**src/rtl/pfx_pkg.sv**
```systemverilog
package pfx_pkg;
   typedef enum logic [2:0] {
      PK_S6  = 3'd0,
      PK_P12 = 3'd1,
      PK_P15 = 3'd2,
      PK_P24 = 3'd3,
      PK_P30 = 3'd4
   } pfx_kind_e;

   typedef enum logic [1:0] {
      ST_IDLE = 2'd0,
      ST_EMIT = 2'd1,
      ST_FIN  = 2'd2,
      ST_ERR  = 2'd3
   } pfx_state_e;
endpackage

```
**src/rtl/pfx_byte_window.sv**
```systemverilog
module pfx_byte_window #(
   parameter int BLK_WORDS = 8,
   parameter int IDX_W     = 6
) (
   input  logic [BLK_WORDS*32-1:0] blk_i,
   input  logic [IDX_W-1:0]        base_i,
   output logic [31:0]             win_o
);
   localparam int BLK_BYTES = BLK_WORDS * 4;
   localparam int AW        = $clog2(BLK_BYTES);

   logic [7:0] bytes_w [BLK_BYTES];

   // stream byte order: word by word, most significant byte first
   for (genvar gi = 0; gi < BLK_BYTES; gi++) begin : g_byte
      assign bytes_w[gi] = blk_i[(gi/4)*32 + (3-(gi%4))*8 +: 8];
   end

   for (genvar gk = 0; gk < 4; gk++) begin : g_lane
      logic [IDX_W-1:0] idx;
      assign idx = base_i + IDX_W'(gk);
      assign win_o[31-8*gk -: 8] = (idx < IDX_W'(BLK_BYTES)) ? bytes_w[idx[AW-1:0]] : 8'h00;
   end
endmodule

```
**src/rtl/pfx_item_decode.sv**
```systemverilog
module pfx_item_decode
   import pfx_pkg::*;
(
   input  logic [31:0] win_i,
   output logic [2:0]  len_o,
   output pfx_kind_e   kind_o,
   output logic [29:0] value_o
);
   logic [14:0] pay15;
   logic [29:0] pay30;

   assign pay15 = win_i[30:16];
   assign pay30 = win_i[29:0];

   always_comb begin
      if (!win_i[31]) begin
         len_o = 3'd2;
         if (pay15[14:12] == 3'b000) begin
            kind_o  = PK_P12;
            value_o = {18'd0, pay15[11:0]};
         end else begin
            kind_o  = PK_P15;
            value_o = {15'd0, pay15};
         end
      end else if (!win_i[30]) begin
         len_o   = 3'd1;
         kind_o  = PK_S6;
         value_o = {24'd0, win_i[29:24]};
      end else begin
         len_o = 3'd4;
         if (pay30[29:24] == 6'd0) begin
            kind_o  = PK_P24;
            value_o = {6'd0, pay30[23:0]};
         end else begin
            kind_o  = PK_P30;
            value_o = pay30;
         end
      end
   end

   always_comb begin
      if (kind_o == PK_P12) assert_short12_R2: assert (value_o[29:12] == '0);
      if (kind_o == PK_P24) assert_short24_R4: assert (value_o[29:24] == '0);
   end
endmodule

```
**src/rtl/pfx_stream_parser.sv**
```systemverilog
module pfx_stream_parser
   import pfx_pkg::*;
#(
   parameter int BLK_WORDS = 8,
   parameter bit HDR_EN    = 1'b1,
   localparam int BLK_BYTES = BLK_WORDS * 4,
   localparam int BLK_BITS  = BLK_WORDS * 32,
   localparam int IDX_W     = $clog2(BLK_BYTES + 4),
   localparam int CNT_W     = $clog2(BLK_WORDS + 1)
) (
   input  logic                clk,
   input  logic                rst_n,
   input  logic                start_i,
   input  logic                hdr_skip_i,
   input  logic [CNT_W-1:0]    pfx_cnt_i,
   input  logic [BLK_BITS-1:0] block_i,
   output logic                item_valid_o,
   input  logic                item_ready_i,
   output logic [29:0]         item_value_o,
   output logic [2:0]          item_kind_o,
   output logic                busy_o,
   output logic                done_o,
   output logic                err_o,
   output logic [CNT_W-1:0]    words_used_o
);
   if (BLK_WORDS < 2) begin : g_bad_words
      $error("BLK_WORDS must be at least 2");
   end
   if (BLK_WORDS > 64) begin : g_big_words
      $error("BLK_WORDS too large for window logic");
   end

   pfx_state_e          state_q;
   logic [BLK_BITS-1:0] blk_q;
   logic                hdr_q;
   logic                hdr_in;
   logic [IDX_W-1:0]    ptr_q;
   logic [CNT_W-1:0]    rem_q;

   if (HDR_EN) begin : g_hdr
      assign hdr_in = hdr_skip_i;
   end else begin : g_nohdr
      assign hdr_in = 1'b0;
   end

   logic [IDX_W-1:0] base_w, lim_w, nxt_w;
   logic [31:0]      win_w;
   logic [2:0]       len_w;
   pfx_kind_e        kind_w;
   logic [29:0]      val_w;
   logic             overrun_w, accept_w;

   assign base_w = ptr_q + (hdr_q ? IDX_W'(4) : IDX_W'(0));
   assign lim_w  = IDX_W'(BLK_BYTES) - (hdr_q ? IDX_W'(4) : IDX_W'(0));

   pfx_byte_window #(.BLK_WORDS(BLK_WORDS), .IDX_W(IDX_W)) win_i (
      .blk_i (blk_q),
      .base_i(base_w),
      .win_o (win_w)
   );

   pfx_item_decode dec_i (
      .win_i  (win_w),
      .len_o  (len_w),
      .kind_o (kind_w),
      .value_o(val_w)
   );

   assign nxt_w     = ptr_q + IDX_W'(len_w);
   assign overrun_w = nxt_w > lim_w;

   assign item_valid_o = (state_q == ST_EMIT) && (rem_q != '0) && !overrun_w;
   assign item_value_o = val_w;
   assign item_kind_o  = kind_w;
   assign accept_w     = item_valid_o && item_ready_i;
   assign busy_o       = state_q == ST_EMIT;
   assign done_o       = state_q == ST_FIN;
   assign err_o        = state_q == ST_ERR;
   assign words_used_o = CNT_W'((ptr_q + IDX_W'(3)) >> 2);

   always_ff @(posedge clk or negedge rst_n) begin
      if (!rst_n) begin
         state_q <= ST_IDLE;
         blk_q   <= '0;
         hdr_q   <= 1'b0;
         ptr_q   <= '0;
         rem_q   <= '0;
      end else begin
         unique case (state_q)
            ST_IDLE, ST_ERR: begin
               if (start_i) begin
                  blk_q   <= block_i;
                  hdr_q   <= hdr_in;
                  ptr_q   <= '0;
                  rem_q   <= pfx_cnt_i;
                  state_q <= (pfx_cnt_i == '0) ? ST_FIN : ST_EMIT;
               end
            end
            ST_EMIT: begin
               if (overrun_w) begin
                  state_q <= ST_ERR;
               end else if (accept_w) begin
                  ptr_q <= nxt_w;
                  rem_q <= rem_q - CNT_W'(1);
                  if (rem_q == CNT_W'(1)) state_q <= ST_FIN;
               end
            end
            default: state_q <= ST_IDLE;
         endcase
      end
   end

   assert_hold_R7: assert property (@(posedge clk) disable iff (!rst_n)
      (item_valid_o && !item_ready_i) |=>
         (item_valid_o && $stable(item_value_o) && $stable(item_kind_o)));

   assert_done_pulse_R8: assert property (@(posedge clk) disable iff (!rst_n)
      done_o |=> !done_o);

   assert_words_bound_R8: assert property (@(posedge clk) disable iff (!rst_n)
      done_o |-> (words_used_o <= CNT_W'(BLK_WORDS)));

   assert_err_quiet_R9: assert property (@(posedge clk) disable iff (!rst_n)
      err_o |-> (!item_valid_o && !done_o));

   assert_err_sticky_R9: assert property (@(posedge clk) disable iff (!rst_n)
      (err_o && !start_i) |=> err_o);

   assert_busy_start_R10: assert property (@(posedge clk) disable iff (!rst_n)
      (busy_o && start_i && !accept_w && !overrun_w) |=>
         ($stable(item_value_o) && $stable(item_kind_o) && busy_o));
endmodule

```
**config.mk**
```make
export PLATFORM = sky130hd
export DESIGN_NAME = pfx_stream_parser
export DESIGN_NICKNAME = d
export VERILOG_FILES = /design/src/rtl/pfx_pkg.sv /design/src/rtl/pfx_byte_window.sv /design/src/rtl/pfx_item_decode.sv /design/src/rtl/pfx_stream_parser.sv
export SDC_FILE = /design/constraint.sdc
export NUM_CORES = 1
export LEC_CHECK = 0
export ABC_AREA = 1
export BUFFER_PORTS_ARGS = -buffer_cell sky130_fd_sc_hd__buf_2
export CORE_MARGIN = 3
export CORE_UTILIZATION = 57
export CTS_CLUSTER_DIAMETER = 150
export CTS_CLUSTER_SIZE = 30
export DETAILED_ROUTE_END_ITERATION = 7
export PLACE_DENSITY = 0.85
export SYNTH_ARGS = -nofsm -noshare
export SYNTH_HDL_FRONTEND = slang
export SYNTH_SLANG_ARGS = --single-unit
export TNS_END_PERCENT = 30
```
**constraint.sdc**
```tcl
create_clock -name clk -period 5.1 [get_ports clk]
set_input_delay 0.51 -clock clk [delete_from_list [all_inputs] [get_ports clk]]
set_output_delay 0.51 -clock clk [all_outputs]
set_load 0.01 [all_outputs]
```
Word level (Yosys, flattened, before mapping)
Index checks and enable logic that the tools add are counted.
{"block": "word_totals", "register_bits": 269, "input_bits": 265, "elab_cells": 90}
{"block": "op_classes", "n_addsub": 8, "magnitude_cmp": 9, "n_eq_ne": 9, "n_mux": 41, "bitwise": 4, "n_reduce_logical": 14}
{"op": "$bmux 8 s5", "n": 4}
{"op": "$mux 8", "n": 12}
{"op": "$mux 30", "n": 3}
{"op": "$ge 6x6->1 const B", "n": 4}
{"op": "$lt 6x6->1 const B", "n": 4}
{"op": "$not 5->6", "n": 4}
{"op": "$add 6x2->6 const B", "n": 3}
{"op": "$mux 3", "n": 6}
{"op": "$mux 6", "n": 3}
{"op": "$mux 15", "n": 1}
{"op": "$mux 2", "n": 6}
{"op": "$mux 4", "n": 3}
{"op": "$pmux 6 s2", "n": 1}
{"op": "$pmux 4 s2", "n": 1}
{"op": "$add 6x1->6 const B", "n": 1}
{"op": "$add 6x3->6", "n": 1}
{"op": "$add 6x6->6", "n": 1}
{"op": "$gt 6x6->1", "n": 1}
{"op": "$logic_not 6->1", "n": 1}
{"op": "$ne 3x1->1 const B", "n": 2}
{"op": "$sub 6x4->6 const A", "n": 1}
{"op": "$eq 2x2->1 const B", "n": 2}
{"op": "$eq 4x1->1 const B", "n": 1}
{"op": "$logic_not 4->1", "n": 1}
{"op": "other kinds (15)", "n": 18}

Logic depth before layout (Yosys ltp)
{"block": "logic_depth", "depth_word": 17, "depth_mapped": 32, "depth_no_buf": 30}

Hierarchy
A second synthesis with hierarchy kept.
{"block": "hier_totals", "hier_cells": 2714, "area_unflattened_um2": 19740.2}
{"mod": "pfx_stream_parser", "instances": 1, "cells_per_inst": 709, "area_per_inst_um2": 10765.3}
{"mod": "pfx_byte_window", "instances": 1, "cells_per_inst": 1919, "area_per_inst_um2": 8548.2}
{"mod": "pfx_item_decode", "instances": 1, "cells_per_inst": 86, "area_per_inst_um2": 426.7}

Least setup slack after synthesis
OpenSTA, ideal clock, no wires.
{"block": "synth_path", "path_type": "register to output", "start": "register ptr_q[2]", "end": "output item_valid_o", "arrival_ns": 3.660, "path_slack_ns": 0.930, "path_stages_with_launch": 24, "n_path_buf": 1, "cell_sequence": "dfrtp_1 -> ha_1 -> ha_1 -> inv_1 -> nor2_2 -> nand2_1 -> nand2_1 -> inv_1 -> nand2_1 -> nand2_2 -> nor2_4 -> buf_6 -> ha_1 -> nand3_1 -> nand3_1 -> nand2_1 -> xor2_1 -> ha_1 -> a21oi_1 -> o21ai_0 -> and2_1 -> nor2_1 -> inv_1 -> a31oi_1"}
{"block": "synth_between", "elab_chain_cells": 12}
{"item": "start: declaration", "line": "pfx_stream_parser.sv:37", "rtl": "logic [IDX_W-1:0] ptr_q;"}
{"item": "start signal: assignment", "line": "pfx_stream_parser.sv:103", "rtl": "ptr_q <= nxt_w;"}
{"item": "$add 6x6->6", "line": "pfx_stream_parser.sv:53", "rtl": "assign base_w = ptr_q + (hdr_q ? IDX_W'(4) : IDX_W'(0));"}
{"item": "$not 5->6 (not written as such)", "line": "pfx_byte_window.sv:22", "rtl": "assign win_o[31-8*gk -: 8] = (idx < IDX_W'(BLK_BYTES)) ? bytes_w[idx[AW-1:0]] : 8'h00;"}
{"item": "$bmux 8 s5", "line": "pfx_byte_window.sv:22"}
{"item": "$mux 8 (not written as such) (2 in series)", "line": "pfx_byte_window.sv:22"}
{"item": "$mux 8", "line": "pfx_byte_window.sv:22"}
{"item": "$mux 3", "line": "pfx_item_decode.sv:25", "rtl": "end else if (!win_i[30]) begin"}
{"item": "$mux 3", "line": "pfx_item_decode.sv:16", "rtl": "if (!win_i[31]) begin"}
{"item": "$add 6x3->6 (*)", "line": "pfx_stream_parser.sv:69", "rtl": "assign nxt_w = ptr_q + IDX_W'(len_w);"}
{"item": "$gt 6x6->1 (*)", "line": "pfx_stream_parser.sv:70", "rtl": "assign overrun_w = nxt_w > lim_w;"}
{"item": "$logic_not 1->1 (*)", "line": "pfx_stream_parser.sv:72", "rtl": "assign item_valid_o = (state_q == ST_EMIT) && (rem_q != '0) && !overrun_w;"}
{"item": "$logic_and 1x1->1 (*)", "line": "pfx_stream_parser.sv:72"}
{"item": "end: declaration", "line": "pfx_stream_parser.sv:17", "rtl": "output logic item_valid_o,"}
Every way passes the cells marked *; elsewhere a longest branch is shown, timed or not. The select of a mux whose other input is x is not followed.

Worst setup path in the final report
Same ends and word-level chain as after synthesis.

==> flow_metrics.tcl <==
set metrics [dict create \
    num_vias 20000 \
    start_kind "register" \
    ys_types 40 \
    synth_area_leader_cell "dfrtp_1" \
    dp_hpwl_mm 45.0 \
    status "finished with violations" \
    hold_violations 0 \
    avgSynthCellArea_um2 7.20 \
    slowest_stage "dfrtp_2" \
    max_stage_delay_ns 0.47 \
    coreArea_um2 32900 \
    cts_max_level 1 \
    synthTopCellsByArea "dfrtp_1 35%, nand2_1 20%, mux2_2 13%" \
    yosysWarnings 0 \
    drt-vias-per-instance 6.06 \
    setup_violations 1 \
    grt_pass1_wl_mm 96.8 \
    ios 306 \
    final_antenna_net_count 0 \
    placementRows 66 \
    grt_pass1_vias 18800 \
    numCtsBuffers 12 \
    synth-seq-area-share_pct 34.9 \
    cts_tree "done" \
    gp_congestion 0.970 \
    cp_top_family "simple AND/OR/NAND/NOR gates" \
    arrival_ns 4.62 \
    grt_util_all_layers_pct 33.3 \
    synthToLayoutAreaGrowth_pct 9.58 \
    wl_per_cell_um 18.9 \
    die_h_um 190 \
    fin_hold_ws_ns 0.221 \
    cp_max_fo 27 \
    synth-main-ff-cell "dfrtp_1" \
    antenna_found_initial 0 \
    cts_buffer_depth 3 \
    clkTransAtPathRegs_ns 0.12 \
    clock-sinks 269 \
    start_util_pct 58.5 \
    tns_ns -0.0314 \
    end_kind "output pin" \
    worst_slack_ns -0.0314 \
    dp.cells 3278 \
    dieWidth_um 190 \
    drt_pass1_iterations 7 \
    globalRoute.totalOverflow 0 \
    tightest_slew_ns 1.02 \
    grt_max_degree 146 \
    syn_area_um2 19300 \
    holdCritPathClass "in2reg" \
    io_buffers 305 \
    antenna_cells 0 \
    fin_util_pct 64.1 \
    synth_common_cells "1031 x nand2_1, 488 x nand3_1, 269 x dfrtp_1" \
    violations "negative setup slack" \
    ys_seq_elements 269 \
    finalWirelength_mm 62.3 \
    post-route-period-util_pct 101 \
    drv_cap 0 \
    path_class "reg2out" \
    synth_top_area_share_pct 34.9 \
    path_cells "ha_4 > ha_1 > buf_4 > nor2_2 > nand2_1 > nand2_1 > inv_1 > nand2_1 > nand2_4 > buf_6 > nor2_4 > ha_1 > nand3_1 > nand3_1 > nand2_1 > xor2_1 > ha_1 > a21oi_1 > o21ai_0 > and2_1 > nor2_1 > inv_1 > a31oi_1 > buf_2" \
    dr.first_iter.drc_count 2546 \
    fin_nets 3137 \
    synth-edff-count 0 \
    layout-drive-gt1-share_pct 21.8 \
    cts-root-buf "clkbuf_16" \
    rsz0062_at_grt "true" \
    die_area_um2 36100 \
    cpMostUsedCell "nand2_1" \
    slew_violations 0 \
    critPathBufInv 5 \
    period_needed_ns 5.13 \
    fin_worst_skew_ns 0.0148 \
    instances_no_fill 3296 \
    async_reset_ff_share_pct 100 \
    syn_inst 2678 \
    drc 0 \
    required_ns 4.59 \
    clkLatencyLatePin_ns 0.51 \
    synth.most_common_cell "nand2_1" \
    synth_fp_nets 2962 \
    slew_headroom_pct 31.6 \
    max_freq_ghz 0.195 \
]
==> kinds of logic (layout without fill, tap and decap cells) <==
logic type	count (synthesis)	count (layout)	share of synthesized area [%]
AOI/OAI and AO/OA	257	257	7.30
muxes	225	225	13.1
DFF	269	269	34.9
and+or+nand+nor	1620	1620	35.2
buffers and inverters	270	446	7.17
xor gates and xnor gates	18	18	0.974
adders and majority gates	19	19	1.27
==> worst reg2reg max path, delay by kind of cell, from the launching register on <==
kind                       cells  cell delay, ns
and+or+nand+nor               16            1.94
xor gates and xnor gates       1            0.21
adders and majority gates      4            1.07
DFF                            1            0.47
buffers and inverters          3            0.46
AOI/OAI and AO/OA              3            0.31
==> cells in the final DEF (no fill, tap or decap), types with 10 or more instances in the layout <==
cell	n
nand2_1	1030
nand3_1	488
buf_2	304
dfrtp_1	265
mux2_2	225
a21oi_1	107
inv_1	73
nor2_1	66
o21ai_0	62
o21ai_1	39
buf_4	37
o211ai_1	22
ha_1	15
o31ai_1	13
clkbuf_16	13
xor2_1	10
==> timing repair <==
item,CTS,global route
buffers inserted,2,0
setup endpoints to repair,3,7
gates cloned,0,0
hold buffers,1,0
resized for setup,8,8
hold endpoints to repair,67,0
==> cell type report <==
type / count / area (um2)
Inverter: 82 / 332
Multi-Input combinational cell: 2139 / 11200
Sequential cell: 269 / 6740
Timing Repair Buffer: 349 / 1930
Clock buffer: 15 / 333
Tap cell: 442 / 553
Fill cell: 2880 / 11800
==> through the flow <==
step / cell area, um2 / setup WS, ns
6_report: 21100 / -0.0314
5_1_grt: 21100 / -0.309
4_1_cts: 21100 / 0.00412
3_5_place_dp: 20700 / 0.385
3_3_place_gp: 20700 / 0.556
2_1_floorplan: 19300 / 0.930
==> registers in the layout, indices dropped and copies added, names as in the netlist <==
| signal | count |
|---|---|
| rem_q | 4 |
| hdr_q | 1 |
| state_q | 2 |
| blk_q | 256 |
| ptr_q | 6 |
==> routing by layer <==
layer | wire [um] | up-vias | track usage [%] | share of wire [%]
met5 | 0 | - | 0 | 0
met3 | 6510 | 267 | 4.94 | 10
li1 | - | 9226 | - | -
met1 | 23700 | 9214 | 44.3 | 38
met2 | 28500 | 1267 | 53.5 | 46
met4 | 3550 | 0 | 16.5 | 5.7
==> final timing paths <==
kind                       depth (start not counted)            to  slack (ns)          from
min                                                2    blk_q[244]        0.22  block_i[244]
max in group asynchronous                          3    blk_q[165]        3.36         rst_n
max reg2reg                                       27      ptr_q[5]        0.54      ptr_q[2]
min reg2reg                                        1    blk_q[227]        0.54    blk_q[227]
min in group asynchronous                          2     blk_q[77]        0.54         rst_n
max                                               24  item_valid_o       -0.03      ptr_q[2]
Power is not shown: default switching activity piles up to over one toggle a cycle in this logic, so the estimate is an artifact.
